### src/rtl/irq_pkg.sv
package irq_pkg;
    localparam int LVL_W        = 3;
    localparam int SR_W         = 16;
    localparam int WORD_W       = 32;
    localparam int VEC_W        = 8;
    localparam int SR_MASK_LSB  = 8;
    localparam int SR_SUPV_BIT  = 13;
    localparam int SR_TRACE_BIT = 15;
    localparam int FRAME_STEP   = 4;

    localparam logic [LVL_W-1:0] LVL_TOP  = '1;
    localparam logic [1:0]       TT_DATA  = 2'b00;
    localparam logic [1:0]       TT_IACK  = 2'b11;
    localparam logic [SR_W-1:0]  SR_RESET = 16'h2700;

    typedef enum logic [2:0] {
        ST_IDLE, ST_IACK, ST_PUSH_PC, ST_PUSH_SR, ST_VFETCH, ST_JUMP
    } entry_st_e;

    typedef struct packed {
        logic              req;
        logic              we;
        logic              wide;
        logic [1:0]        tt;
        logic [WORD_W-1:0] addr;
        logic [WORD_W-1:0] wdata;
    } bus_cmd_t;

    function automatic logic [WORD_W-1:0] frame_word(
        input logic [VEC_W-1:0] vec, input logic [SR_W-1:0] sr);
        return {{(WORD_W-VEC_W-SR_W){1'b0}}, vec, sr};
    endfunction

    function automatic logic [WORD_W-1:0] table_addr(input logic [VEC_W-1:0] vec);
        return {{(WORD_W-VEC_W-2){1'b0}}, vec, 2'b00};
    endfunction
endpackage

### src/rtl/irq_accept.sv
module irq_accept
    import irq_pkg::*;
(
    input  logic             clk,
    input  logic             rst,
    input  logic             sample_i,
    input  logic [LVL_W-1:0] lvl_i,
    input  logic [LVL_W-1:0] mask_i,
    output logic             take_o
);
    logic top_seen_q;
    logic qualifies;

    always_comb begin
        if (lvl_i == LVL_TOP)
            qualifies = !top_seen_q;
        else
            qualifies = (lvl_i != '0) && (lvl_i > mask_i);
    end

    assign take_o = sample_i && qualifies;

    always_ff @(posedge clk) begin
        if (rst)
            top_seen_q <= 1'b0;
        else if (sample_i)
            top_seen_q <= (lvl_i == LVL_TOP);
    end
endmodule

### src/rtl/irq_status_reg.sv
module irq_status_reg
    import irq_pkg::*;
(
    input  logic             clk,
    input  logic             rst,
    input  logic             busy_i,
    input  logic             sw_wr_i,
    input  logic [SR_W-1:0]  sw_data_i,
    input  logic             enter_i,
    input  logic             mask_load_i,
    input  logic [LVL_W-1:0] mask_lvl_i,
    output logic [SR_W-1:0]  sr_o
);
    logic [SR_W-1:0] sr_q;

    always_ff @(posedge clk) begin
        if (rst) begin
            sr_q <= SR_RESET;
        end else if (enter_i) begin
            sr_q[SR_SUPV_BIT]  <= 1'b1;
            sr_q[SR_TRACE_BIT] <= 1'b0;
        end else if (mask_load_i) begin
            sr_q[SR_MASK_LSB +: LVL_W] <= mask_lvl_i;
        end else if (sw_wr_i && !busy_i) begin
            sr_q <= sw_data_i;
        end
    end

    assign sr_o = sr_q;
endmodule

### src/rtl/irq_entry_fsm.sv
module irq_entry_fsm
    import irq_pkg::*;
(
    input  logic              clk,
    input  logic              rst,
    input  logic              take_i,
    input  logic [LVL_W-1:0]  lvl_i,
    input  logic [WORD_W-1:0] pc_i,
    input  logic [WORD_W-1:0] sp_i,
    input  logic [SR_W-1:0]   sr_i,
    input  logic [WORD_W-1:0] rdata_i,
    input  logic              rdy_i,
    output bus_cmd_t          cmd_o,
    output logic              busy_o,
    output logic              mask_load_o,
    output logic [LVL_W-1:0]  mask_lvl_o,
    output logic              jump_o,
    output logic [WORD_W-1:0] target_o,
    output logic [WORD_W-1:0] sp_o
);
    entry_st_e         st_q;
    logic [LVL_W-1:0]  lvl_q;
    logic [WORD_W-1:0] pc_q, sp_q, target_q;
    logic [SR_W-1:0]   saved_sr_q;
    logic [VEC_W-1:0]  vec_q;
    logic [WORD_W-1:0] sp_dec;

    assign sp_dec = sp_q - WORD_W'(FRAME_STEP);

    always_ff @(posedge clk) begin
        if (rst) begin
            st_q       <= ST_IDLE;
            lvl_q      <= '0;
            pc_q       <= '0;
            sp_q       <= '0;
            saved_sr_q <= '0;
            vec_q      <= '0;
            target_q   <= '0;
        end else begin
            unique case (st_q)
                ST_IDLE: if (take_i) begin
                    lvl_q      <= lvl_i;
                    pc_q       <= pc_i;
                    sp_q       <= sp_i;
                    saved_sr_q <= sr_i;
                    st_q       <= ST_IACK;
                end
                ST_IACK: if (rdy_i) begin
                    vec_q <= rdata_i[VEC_W-1:0];
                    st_q  <= ST_PUSH_PC;
                end
                ST_PUSH_PC: if (rdy_i) begin
                    sp_q <= sp_dec;
                    st_q <= ST_PUSH_SR;
                end
                ST_PUSH_SR: if (rdy_i) begin
                    sp_q <= sp_dec;
                    st_q <= ST_VFETCH;
                end
                ST_VFETCH: if (rdy_i) begin
                    target_q <= rdata_i;
                    st_q     <= ST_JUMP;
                end
                ST_JUMP: st_q <= ST_IDLE;
                default: st_q <= ST_IDLE;
            endcase
        end
    end

    always_comb begin
        cmd_o = '{req: 1'b0, we: 1'b0, wide: 1'b1, tt: TT_DATA, addr: '0, wdata: '0};
        unique case (st_q)
            ST_IACK: begin
                cmd_o.req  = 1'b1;
                cmd_o.wide = 1'b0;
                cmd_o.tt   = TT_IACK;
                cmd_o.addr = {{(WORD_W-LVL_W){1'b0}}, lvl_q};
            end
            ST_PUSH_PC: begin
                cmd_o.req   = 1'b1;
                cmd_o.we    = 1'b1;
                cmd_o.addr  = sp_dec;
                cmd_o.wdata = pc_q;
            end
            ST_PUSH_SR: begin
                cmd_o.req   = 1'b1;
                cmd_o.we    = 1'b1;
                cmd_o.addr  = sp_dec;
                cmd_o.wdata = frame_word(vec_q, saved_sr_q);
            end
            ST_VFETCH: begin
                cmd_o.req  = 1'b1;
                cmd_o.addr = table_addr(vec_q);
            end
            default: ;
        endcase
    end

    assign busy_o      = (st_q != ST_IDLE);
    assign mask_load_o = (st_q == ST_PUSH_SR) && rdy_i;
    assign mask_lvl_o  = lvl_q;
    assign jump_o      = (st_q == ST_JUMP);
    assign target_o    = target_q;
    assign sp_o        = sp_q;
endmodule

### src/rtl/irq_entry_seq.sv
module irq_entry_seq
    import irq_pkg::*;
(
    input  logic              clk,
    input  logic              rst,
    input  logic [LVL_W-1:0]  ipl_i,
    input  logic              boundary_i,
    input  logic [WORD_W-1:0] pc_i,
    input  logic [WORD_W-1:0] sp_i,
    input  logic              sr_wr_i,
    input  logic [SR_W-1:0]   sr_wdata_i,
    output logic [SR_W-1:0]   sr_o,
    output logic              busy_o,
    output logic              mem_req_o,
    output logic              mem_we_o,
    output logic              mem_wide_o,
    output logic [1:0]        mem_tt_o,
    output logic [WORD_W-1:0] mem_addr_o,
    output logic [WORD_W-1:0] mem_wdata_o,
    input  logic [WORD_W-1:0] mem_rdata_i,
    input  logic              mem_rdy_i,
    output logic              branch_valid_o,
    output logic [WORD_W-1:0] branch_pc_o,
    output logic [WORD_W-1:0] new_sp_o
);
    logic             take, busy, mask_load;
    logic [LVL_W-1:0] mask_lvl;
    bus_cmd_t         cmd;

    irq_accept u_accept (
        .clk      (clk),
        .rst      (rst),
        .sample_i (boundary_i && !busy),
        .lvl_i    (ipl_i),
        .mask_i   (sr_o[SR_MASK_LSB +: LVL_W]),
        .take_o   (take)
    );

    irq_status_reg u_sr (
        .clk         (clk),
        .rst         (rst),
        .busy_i      (busy),
        .sw_wr_i     (sr_wr_i),
        .sw_data_i   (sr_wdata_i),
        .enter_i     (take),
        .mask_load_i (mask_load),
        .mask_lvl_i  (mask_lvl),
        .sr_o        (sr_o)
    );

    irq_entry_fsm u_fsm (
        .clk         (clk),
        .rst         (rst),
        .take_i      (take),
        .lvl_i       (ipl_i),
        .pc_i        (pc_i),
        .sp_i        (sp_i),
        .sr_i        (sr_o),
        .rdata_i     (mem_rdata_i),
        .rdy_i       (mem_rdy_i),
        .cmd_o       (cmd),
        .busy_o      (busy),
        .mask_load_o (mask_load),
        .mask_lvl_o  (mask_lvl),
        .jump_o      (branch_valid_o),
        .target_o    (branch_pc_o),
        .sp_o        (new_sp_o)
    );

    assign busy_o      = busy;
    assign mem_req_o   = cmd.req;
    assign mem_we_o    = cmd.we;
    assign mem_wide_o  = cmd.wide;
    assign mem_tt_o    = cmd.tt;
    assign mem_addr_o  = cmd.addr;
    assign mem_wdata_o = cmd.wdata;
endmodule

### config.mk
export PLATFORM = sky130hd
export DESIGN_NAME = irq_entry_seq
export DESIGN_NICKNAME = d
export VERILOG_FILES = /design/src/rtl/irq_pkg.sv /design/src/rtl/irq_accept.sv /design/src/rtl/irq_status_reg.sv /design/src/rtl/irq_entry_fsm.sv /design/src/rtl/irq_entry_seq.sv
export SDC_FILE = /design/constraint.sdc
export NUM_CORES = 1
export LEC_CHECK = 0
export ABC_AREA = 1
export BUFFER_PORTS_ARGS = -buffer_cell sky130_fd_sc_hd__buf_2
export CORE_MARGIN = 2
export CORE_UTILIZATION = 23
export DETAILED_ROUTE_END_ITERATION = 10
export GPL_ROUTABILITY_DRIVEN = 0
export HOLD_SLACK_MARGIN = 0.15
export PLACE_DENSITY_LB_ADDON = 0.12
export SYNTH_ARGS = -nofsm -noshare
export SYNTH_HDL_FRONTEND = slang
export SYNTH_SLANG_ARGS = --single-unit
### constraint.sdc
create_clock -name clk -period 1.95 [get_ports clk]
set_input_delay 0.195 -clock clk [delete_from_list [all_inputs] [get_ports clk]]
set_output_delay 0.195 -clock clk [all_outputs]
set_load 0.01 [all_outputs]
## Word level (Yosys, flattened, before mapping)

Index checks and enable logic that the tools add are counted.

| cells by class | value |
|---|---|
| add/subtract/negate cells | 1 |
| bitwise operators | 2 |
| reduce and logical (&&, ||, !) cells | 23 |
| equality and inequality tests | 12 |
| mux-type cells | 17 |
| $lt $le $gt $ge | 1 |

Operator list:

| cell | number |
|---|---|
| $pmux W32 S2 | 2 |
| $pmux W32 S3 | 1 |
| $mux W32 | 2 |
| $sub A32 B3 Y32 const B | 1 |
| $mux W3 | 7 |
| $pmux W3 S5 | 1 |
| $mux W11 | 1 |
| $ne A2 B2 Y1 const B | 5 |
| $reduce_and A2 Y1 | 5 |
| $eq A3 B3 Y1 const B | 3 |
| $eq A3 B2 Y1 const B | 2 |
| $reduce_and A3 Y1 | 2 |
| $reduce_bool A3 Y1 | 2 |
| $logic_and A1 B1 Y1 | 5 |
| $reduce_and A5 Y1 | 1 |
| $reduce_bool A2 Y1 | 2 |
| $reduce_or A2 Y1 | 2 |
| $reduce_or A4 Y1 | 1 |
| $eq A3 B1 Y1 const B | 1 |
| $gt A3 B3 Y1 | 1 |
| $logic_not A3 Y1 | 1 |
| $mux W1 | 3 |
| $logic_not A1 Y1 | 2 |
| $ne A2 B1 Y1 const B | 1 |
| $not A1 Y1 | 2 |

| storage, ports and cells | value |
|---|---|
| output and inout port bits | 151 |
| register bits after elaboration | 143 |
| word-level logic and storage cells | 67 |
| bits of input ports | 120 |

## Longest topological paths before layout

Gate-level depths: netlist of run 1.

| depth | value |
|---|---|
| depth in word-level cells | 6 |
| gate-level depth with buffers | 14 |
| gate-level depth less buffers | 13 |

## Modules after synthesis

From an unflattened synthesis of run 1, not the netlist that was laid out.

| second synthesis, totals | value |
|---|---|
| cell total of the unflattened synthesis | 1003 |
| area total of the unflattened synthesis | 6822.8 µm² |

Modules (own cells, without submodules):

| module | area each (µm²) | cells each | instances | seq. area each (µm²) |
|---|---|---|---|---|
| irq_entry_fsm | 5938.2 | 864 | 1 | 2522.4 |
| irq_status_reg | 725.7 | 111 | 1 | 320.3 |
| irq_accept | 148.9 | 26 | 1 | 20.0 |
| irq_entry_seq | 10.0 | 2 | 1 | 0.0 |

## Worst setup path after synthesis of run 1

OpenSTA, ideal clock, no wires.

| path | value |
|---|---|
| kind | register to register |
| from | register u_sr.sr_q[10], in the netlist u_sr.sr_o[10] |
| to | register u_fsm.pc_q[10] |
| data required time | 1.834 ns |
| path buffers | 2 |
| setup slack | 0.196 ns |
| period minus slack after synthesis | 1.754 ns |
| arrival time | 1.638 ns |
| setup time | 0.116 ns |
| stages on the path, launching flop included | 14 |
| cell sequence | dfxtp_1 inv_1 ha_1 nand2_1 nor2_1 nor2_1 nor2_1 nand2_2 nand2_4 inv_2 buf_4 buf_6 nor2_1 nor2_1 |

| on the way | value |
|---|---|
| word-level cells in the longest chain between the ends | 5 |

RTL lines:

| what | RTL line | text |
|---|---|---|
| start: declaration | irq_status_reg.sv:14 | `logic [SR_W-1:0] sr_q;` |
| start signal: indexed assignment | irq_status_reg.sv:23 | `sr_q[SR_MASK_LSB +: LVL_W] <= mask_lvl_i;` |
| start signal: assignment | irq_status_reg.sv:25 | `sr_q <= sw_data_i;` |
| $gt A3 B3 Y1 | irq_accept.sv:18 | `qualifies = (lvl_i != '0) && (lvl_i > mask_i);` |
| $logic_and A1 B1 Y1 | irq_accept.sv:18 |  |
| $mux W1 | irq_accept.sv:15 | `if (lvl_i == LVL_TOP)` |
| $logic_and A1 B1 Y1 | irq_accept.sv:21 | `assign take_o = sample_i && qualifies;` |
| $reduce_and A2 Y1 (no line) | -- |  |
| end signal: assignment | irq_entry_fsm.sv:43 | `pc_q <= pc_i;` |
| end: declaration | irq_entry_fsm.sv:23 | `logic [WORD_W-1:0] pc_q, sp_q, target_q;` |

No other way between the ends.
A chain may end at the register's enable or synchronous reset.

## Final worst setup path of run 1

| path | value |
|---|---|
| from | register u_fsm.sp_q[4], in the netlist u_fsm.sp_o[4] |
| to | output mem_addr_o[14] |

| on the way | value |
|---|---|
| word-level cells in the longest chain between the ends | 2 |

RTL lines:

| what | RTL line | text |
|---|---|---|
| start: declaration | irq_entry_fsm.sv:23 |  |
| start signal: assignment | irq_entry_fsm.sv:44 | `sp_q <= sp_i;` |
| start signal: assignment | irq_entry_fsm.sv:53 | `sp_q <= sp_dec;` |
| start signal: assignment | irq_entry_fsm.sv:57 | `sp_q <= sp_dec;` |
| $sub A32 B3 Y32 | irq_entry_fsm.sv:28 | `assign sp_dec = sp_q - WORD_W'(FRAME_STEP);` |
| $pmux W32 S3 | irq_entry_fsm.sv:72 | `unique case (st_q)` |
| end: declaration | irq_entry_seq.sv:18 | `output logic [WORD_W-1:0] mem_addr_o,` |

No other way between the ends.

==> summary.md, run 1 <==
| Metric | Value |
|---|---|
| Status | finished, violations left |
| Violated checks | negative setup slack |
| CP max stage delay | 0.36 ns |
| N_diodes | 0 |
| Worst-path fanout max | 5 |
| Final period util | 104% |
| H-tree depth | 4 |
| CP arrival | 1.83 ns |
| Multi-input logic area | slightly below 4000 sq um |
| Total vias in the final route | 8,548 |
| Pre-CTS setup slack | 0.0540 ns |
| Critical path cell sequence | nor2_2 -> nand2_4 -> nor2_1 -> buf_4 -> nand2_1 -> nand2_1 -> nand3_1 -> inv_1 -> buf_2 |
| Post-route DRC | 0 |
| Met2 Use GR | between 20% and 30% |
| Power, Total | 16.2 mW |
| Peak VDD IR | 0.529 mV |
| Library cells used by synthesis | 31 |
| Most used routing layer | met2 |
| M3 GR Usage | under 10% |
| Layout cells sized above 1 | 31.4% |
| # Max-Cap Violations | 0 |
| WP buf/inv | 3 |
| First-pass GRT wire length | 46,000 um |
| Dpl cells | 1,783 |
| # setup viols final | 22 |
| Routed WL | 29,900 um |
| Worst-Margin Slew | 0.467 ns |
| Initial Utilization | a little under a quarter |
| Max clock buf depth | 2 |
| Post-route antenna net violation count | 0 |
| Register area share after synthesis | 39.9% |
| FP Rows | 64 |
| Fillers | 3,376 |
| Most common cell on crit path | nand2_1 |
| Syn_nets | 1,256 |
| CTS root buf | clkbuf_16 |
| Boundary pin count | 271 |
| Leak | roughly 6 nW |
| Final min period | 2.02 ns |
| Post-route setup slack | -0.0718 ns |
| Clock Pin Slew Worst Setup and Hold Paths | 0.07 ns |
| RSZ-0062 raised after global routing | yes |
| Sequential Area | 2890 sq um |
| Die area | 32,600 sq um |
| Most frequent cells in the layout | buf_2 (265), nand2_1 (255), nor2_1 (159) |
| Yosys warning total | 0 |
| Global Route Usage Sum | 17.7% |
| Die Width | 181 um |
| Initial drt markers | 431 |
| Skew-Pair Late Insertion Delay | between 0.4 and 0.5 ns |
| Grt ovf | 0 |
| Final Hold Slack | 0.187 ns |
| Synth-to-layout area growth | 62.6% |
| Data required, critical path | approximately 1.8 ns |
| Final Hold Fails | 0 |
| Clock skew | 0.00853 ns |
| Core area | 30,700 sq um |
| Worst setup EP type | output pin |
| Syn Area/Cell | 6.33 sq um |
| Top delay family on crit path | simple AND/OR/NAND/NOR gates |
| Clk sink count | 143 |
| Min-Delay Path Class | in -> reg |
| Pwr dens | 1390 nW/um^2 |
| CTS tree | built |
| Final Non-Filler Cells | 1,955 |
| Rel. slew slack | 68.9% |
| Chip height | between 150 and 200 um |
| Worst path slowest cell | dfxtp_4 |
| Number of synthesized flops with an enable pin | 0 |
| Async set-reset flop share out of synthesis | 0% |
| Prevailing post-synth register cell | dfxtp_1 |
| CP Class | reg -> out |
| Final Max Slew Viols | 0 |
| Largest net degree at the start of global routing | 74 |
| Post-synthesis register bit count | 143 |
| Number of antenna violations at the first check in global routing | 0 |
| Vias in the first global route | 8,277 |
| Vias per inst | 4.37 |
| TNS Setup | -0.748 ns |
| Met1 usage | 23.4% |
| Initial DRT Pass Iterations | 5 |
| CTS Buf Count | 17 |
| Average routed wire per standard cell | approximately 15 um |
| Most common cell after layout, fill and taps aside | buf_2 |
| Synthesized area | 7170 sq um |
| # nets final | 1,670 |
| HPWL Detailed | 20,800 um |
| Synthesized instance count | 1,132 |
| Max Clk Rate | 495 MHz |
| Worst Setup Start Kind | register |
| Port bufs | 270 |
what timing repair did:
| item | in CTS | in global routing |
|---|---|---|
| pin swaps | 14 | 22 |
| endpoints found under the hold margin | 124 | 0 |
| endpoints found under the setup margin | 64 | 151 |
| cloned | 1 | 6 |
| hold buffers | 117 | 0 |
| setup buffers | 11 | 7 |
| gates resized for setup | 93 | 79 |
through the flow:
stage | cell area (sq um) | utilization (%)
2_1_floorplan | 7170 | -
3_3_place_gp | 9140 | 29.8
3_5_place_dp | 9140 | 29.8
6_report | 11700 | 38.0
5_1_grt | 11700 | 38.0
4_1_cts | 11300 | 36.7
path summary, 6_finish.rpt:
check,start,to,slack (ns),depth (start not counted)
max,u_fsm.sp_o[4],mem_addr_o[14],-0.07,9
min,mem_rdy_i,u_fsm.target_o[30],0.19,3
max reg2reg,u_sr.sr_o[8],u_fsm.sp_o[15],0.10,9
min reg2reg,u_fsm.target_o[10],u_fsm.target_o[10],0.46,2
registers in the layout, indices dropped and copies added, names as in the netlist:
name,cells
u_fsm.mask_lvl_o,3
u_fsm.vec_q,8
u_fsm.target_o,32
u_sr.sr_o,16
u_fsm.st_q,3
u_fsm.sp_o,32
u_fsm.saved_sr_q,16
u_fsm.pc_q,32
u_accept.top_seen_q,1
worst min-delay path, stage by stage:
cell and delay [ns]:
buf_2 0.19, nand3_1 0.11, a21oi_1 0.06
synthesized netlist by cell type (6+ instances only):
cell type | number | share of area [%]
nand2_1 | 268 | 14
nor2_1 | 193 | 10
dfxtp_1 | 143 | 40
inv_1 | 129 | 6.8
nand3_1 | 103 | 7.2
o21ai_0 | 101 | 7.1
a21oi_1 | 80 | 5.6
clkbuf_1 | 28 | 1.5
buf_2 | 19 | 1.3
nand4_1 | 18 | 1.6
buf_1 | 7 | 0.37
inv_2 | 6 | 0.31
logic make-up after synthesis:
family                     count (synthesis)  share of synthesized area, %
AOI/OAI and AO/OA                        191                          13.6
DFF                                      143                          39.9
buffers and inverters                    196                          11.1
and+or+nand+nor                          598                          34.7
adders and majority gates                  4                         0.698
area by class of cell:
type,count,share of cell area [%]
clock buffers,18,3.77
clock inverters,14,1.13
inverters,135,4.53
multi-input cells,793,33.4
flip-flops and latches,143,24.8
well taps,396,4.25
repair buffers,455,28.1
repair inverters,1,0.0644
layer usage:
metal / share of wire, % / wire length [um]
met3: 4.2 / 1250
met2: 47 / 14100
met5: 0 / 0
met1: 47 / 13900
met4: 2.1 / 627
power by group:
group          internal [mW]  leakage, nW  total (mW)  switching [mW]
Clock                   1.81        0.281        3.25            1.44
Sequential              3.68         1.17        4.32           0.639
Combinational           3.42         4.48        8.67            5.24
Power figures use the tool's default switching activity.
==> inputs of run 2 (changes only) <==
- SYNTH_HIERARCHICAL: unset -> 1
==> run 2 against run 1 <==
Net effect: the flow still finishes with violations (negative setup slack); clock skew is 0.0056 ns higher; sequential power up 5.3%; total power rose by 14%; die area fell by 4.7%; synthesized cell count is 11% lower; cell count down 6.1%; largest power group unchanged.
==> summary.md, run 2 <==
| Metric | Value |
|---|---|
| Status | finished, violations left |
| Violated checks | negative setup slack |
| Peak VDD IR | 0.741 mV |
| H-tree depth | 4 |
| # nets final | 1,556 |
| Layout cells sized above 1 | 41.5% |
| Rel. slew slack | 61.8% |
| Clock skew | 0.0141 ns |
| Final Non-Filler Cells | 1,836 |
| M3 GR Usage | 3.75% |
| Most common cell after layout, fill and taps aside | buf_2 |
| Async set-reset flop share out of synthesis | 0% |
| Die Width | 176 um |
| Number of synthesized flops with an enable pin | 0 |
| Average routed wire per standard cell | about 16 um |
| Yosys warning total | 6 |
| Vias per inst | 4.38 |
| First-pass GRT wire length | 41,400 um |
| Met2 Use GR | between 20% and 30% |
| Die area | 31,100 sq um |
| Final Max Slew Viols | 0 |
| Min-Delay Path Class | in -> reg |
| Pre-CTS setup slack | 0.0577 ns |
| Post-synthesis register bit count | 143 |
| Grt ovf | 0 |
| CP Class | reg -> out |
| Core area | between 20,000 and 30,000 sq um |
| Total vias in the final route | around 8,000 |
| Met1 usage | 22.1% |
| Syn_nets | 1,127 |
| Skew-Pair Late Insertion Delay | around 0.43 ns |
| CTS root buf | clkbuf_16 |
| Post-route antenna net violation count | 0 |
| Most frequent cells in the layout | buf_2 (261), inv_1 (163), a21oi_1 (146) |
| Prevailing post-synth register cell | dfxtp_1 |
| Final min period | 2.02 ns |
| FP Rows | 63 |
| Boundary pin count | 271 |
| Chip height | between 150 and 200 um |
| # setup viols final | 28 |
| CP arrival | 1.83 ns |
| Library cells used by synthesis | 33 |
| CTS tree | built |
| Post-route DRC | 0 |
| Leading area contributor after synthesis | dfxtp_1 |
| Final Hold Fails | 0 |
| Dpl cells | approximately 1,700 |
| Register area share after synthesis | a little over two fifths |
| Port bufs | 270 |
| Setup crit end | mem_addr_o[30] |
| Synth-to-layout area growth | 79.3% |
| Post-route setup slack | -0.0747 ns |
| # Max-Cap Violations | 0 |
| Most common cell in the synthesized netlist | inv_1 |
| Largest net degree at the start of global routing | 65 |
| Routed WL | 28,700 um |
| Number of antenna violations at the first check in global routing | 1 |
| CTS Buf Count | 17 |
| Synthesized instance count | roughly 1,000 |
| Power, Total | 18.5 mW |
| Worst R2R Path Depth | 14 |
| Clock Pin Slew Worst Setup and Hold Paths | 0.06 ns |
| Worst Setup Start Kind | register |
| Max clock buf depth | 2 |
| Top cells by area, synth | dfxtp_1 (42%), a21oi_1 (12%), o21ai_0 (11%), inv_1 (9.7%), nand2_1 (6.5%) |
| Most used routing layer | met2 |
| RSZ-0062 raised after global routing | yes |
| Initial drt markers | around 400 |
| Syn Area/Cell | 6.80 sq um |
| Most frequent cells after synthesis | inv_1 (177), a21oi_1 (159), o21ai_0 (145), dfxtp_1 (143), nand2_1 (118) |
| R2r setup slk | -0.04 ns |
| Initial Utilization | roughly 23% |
| Fillers | 3,051 |
| Worst r2r dst | u_fsm/sp_o[4] |
| Vias in the first global route | 7,595 |
| Clk sink count | 143 |
| Yosys top cell area share | 42.0% |
| Worst-path fanout max | 8 |
| Worst R2R Start | u_fsm/st_q[1] |
| Synthesized area | 6820 sq um |
| Global Route Usage Sum | about 17% |
| Leak | 5.56 nW |
| Pwr dens | 1510 nW/um^2 |
| Data required, critical path | about 1.8 ns |
| Max Clk Rate | 494 MHz |
| Final period util | 104% |
| CP startpoint | u_fsm/sp_o[3] |
| Worst-Margin Slew | 0.573 ns |
| Worst setup EP type | output pin |
| Initial DRT Pass Iterations | 4 |
| HPWL Detailed | 19,100 um |
==> run 2: worst min-delay path by stage <==
stage                   startpoint  slack, ns  cells past startpoint            end
finish                         rst       0.17                      3  u_fsm/st_q[0]
global route                   rst       0.16                      3  u_fsm/sp_o[4]
CTS                            rst       0.15                      3  u_fsm/sp_o[4]
detailed placement  sr_wdata_i[13]       0.41                      3  u_sr/sr_o[13]
global placement    sr_wdata_i[13]       0.40                      3  u_sr/sr_o[13]
floorplan                      rst       0.26                      1  u_fsm/st_q[0]
==> run 2: worst max-delay path, cell delays in order, from the launching register on <==
cell,delay (ns)
dfxtp_4,0.37
inv_2,0.06
ha_4,0.15
nand2_4,0.09
nor2_4,0.16
nand2_4,0.11
o21bai_1,0.14
nand3_1,0.13
inv_1,0.07
buf_2,0.12
==> run 2: repair_timing <==
item / in CTS / in global routing
pin swaps: 29 / 39
gates cloned: 1 / 12
setup endpoints to repair: 59 / 138
endpoints found under the hold margin: 122 / 0
hold buffers: 115 / 0
gates resized for setup: 150 / 201
setup buffers: 9 / 17
==> run 2: power by group <==
| part | internal, mW | switching, mW | total (mW) |
|---|---|---|---|
| logic | 4.39 | 6.30 | 10.7 |
| clock network | 1.80 | 1.48 | 3.28 |
| registers | 3.79 | 0.756 | 4.55 |
==> run 2: cells by family after synthesis <==
kind of cell	synth area share (%)
adder cells (fa/ha/maj)	0.734
buffers and inverters	13.7
XOR/XNOR	0.385
flip-flops	42.0
AND/OR/NAND/NOR	17.1
AO/OA/AOI/OAI	26.1
==> run 2: cell type report <==
| class | count | area, sq um | area share, % |
|---|---|---|---|
| multi-input cells | 625 | 3920 | 32.0 |
| repair buffers | 460 | 3570 | 29.2 |
| flip-flops and latches | 143 | 2920 | 23.9 |
| inverters | 182 | 709 | 5.80 |
| well taps | 390 | 488 | 3.99 |
| clock buffers | 18 | 429 | 3.51 |
| clock inverters | 14 | 146 | 1.20 |
| repair inverters | 3 | 50.0 | 0.409 |
| diodes | 1 | 2.50 | 0.0205 |
==> run 2: through the flow <==
step                area [sq um]  util, %  hold slack [ns]  setup TNS, ns
floorplan                   6840        -            0.264              0
global placement            8850     30.1            0.404              0
detailed placement          8850     30.1            0.408              0
finish                     12200     41.6            0.169         -0.863
CTS                        11200     38.0            0.153         -0.691
global route               12200     41.6            0.161          -8.24
==> run 2: routing by layer <==
layer	part of all wire (%)	wire (um)
met3	5.7	1630
met1	46	13200
met5	0	0
met4	1.2	345
met2	47	13500
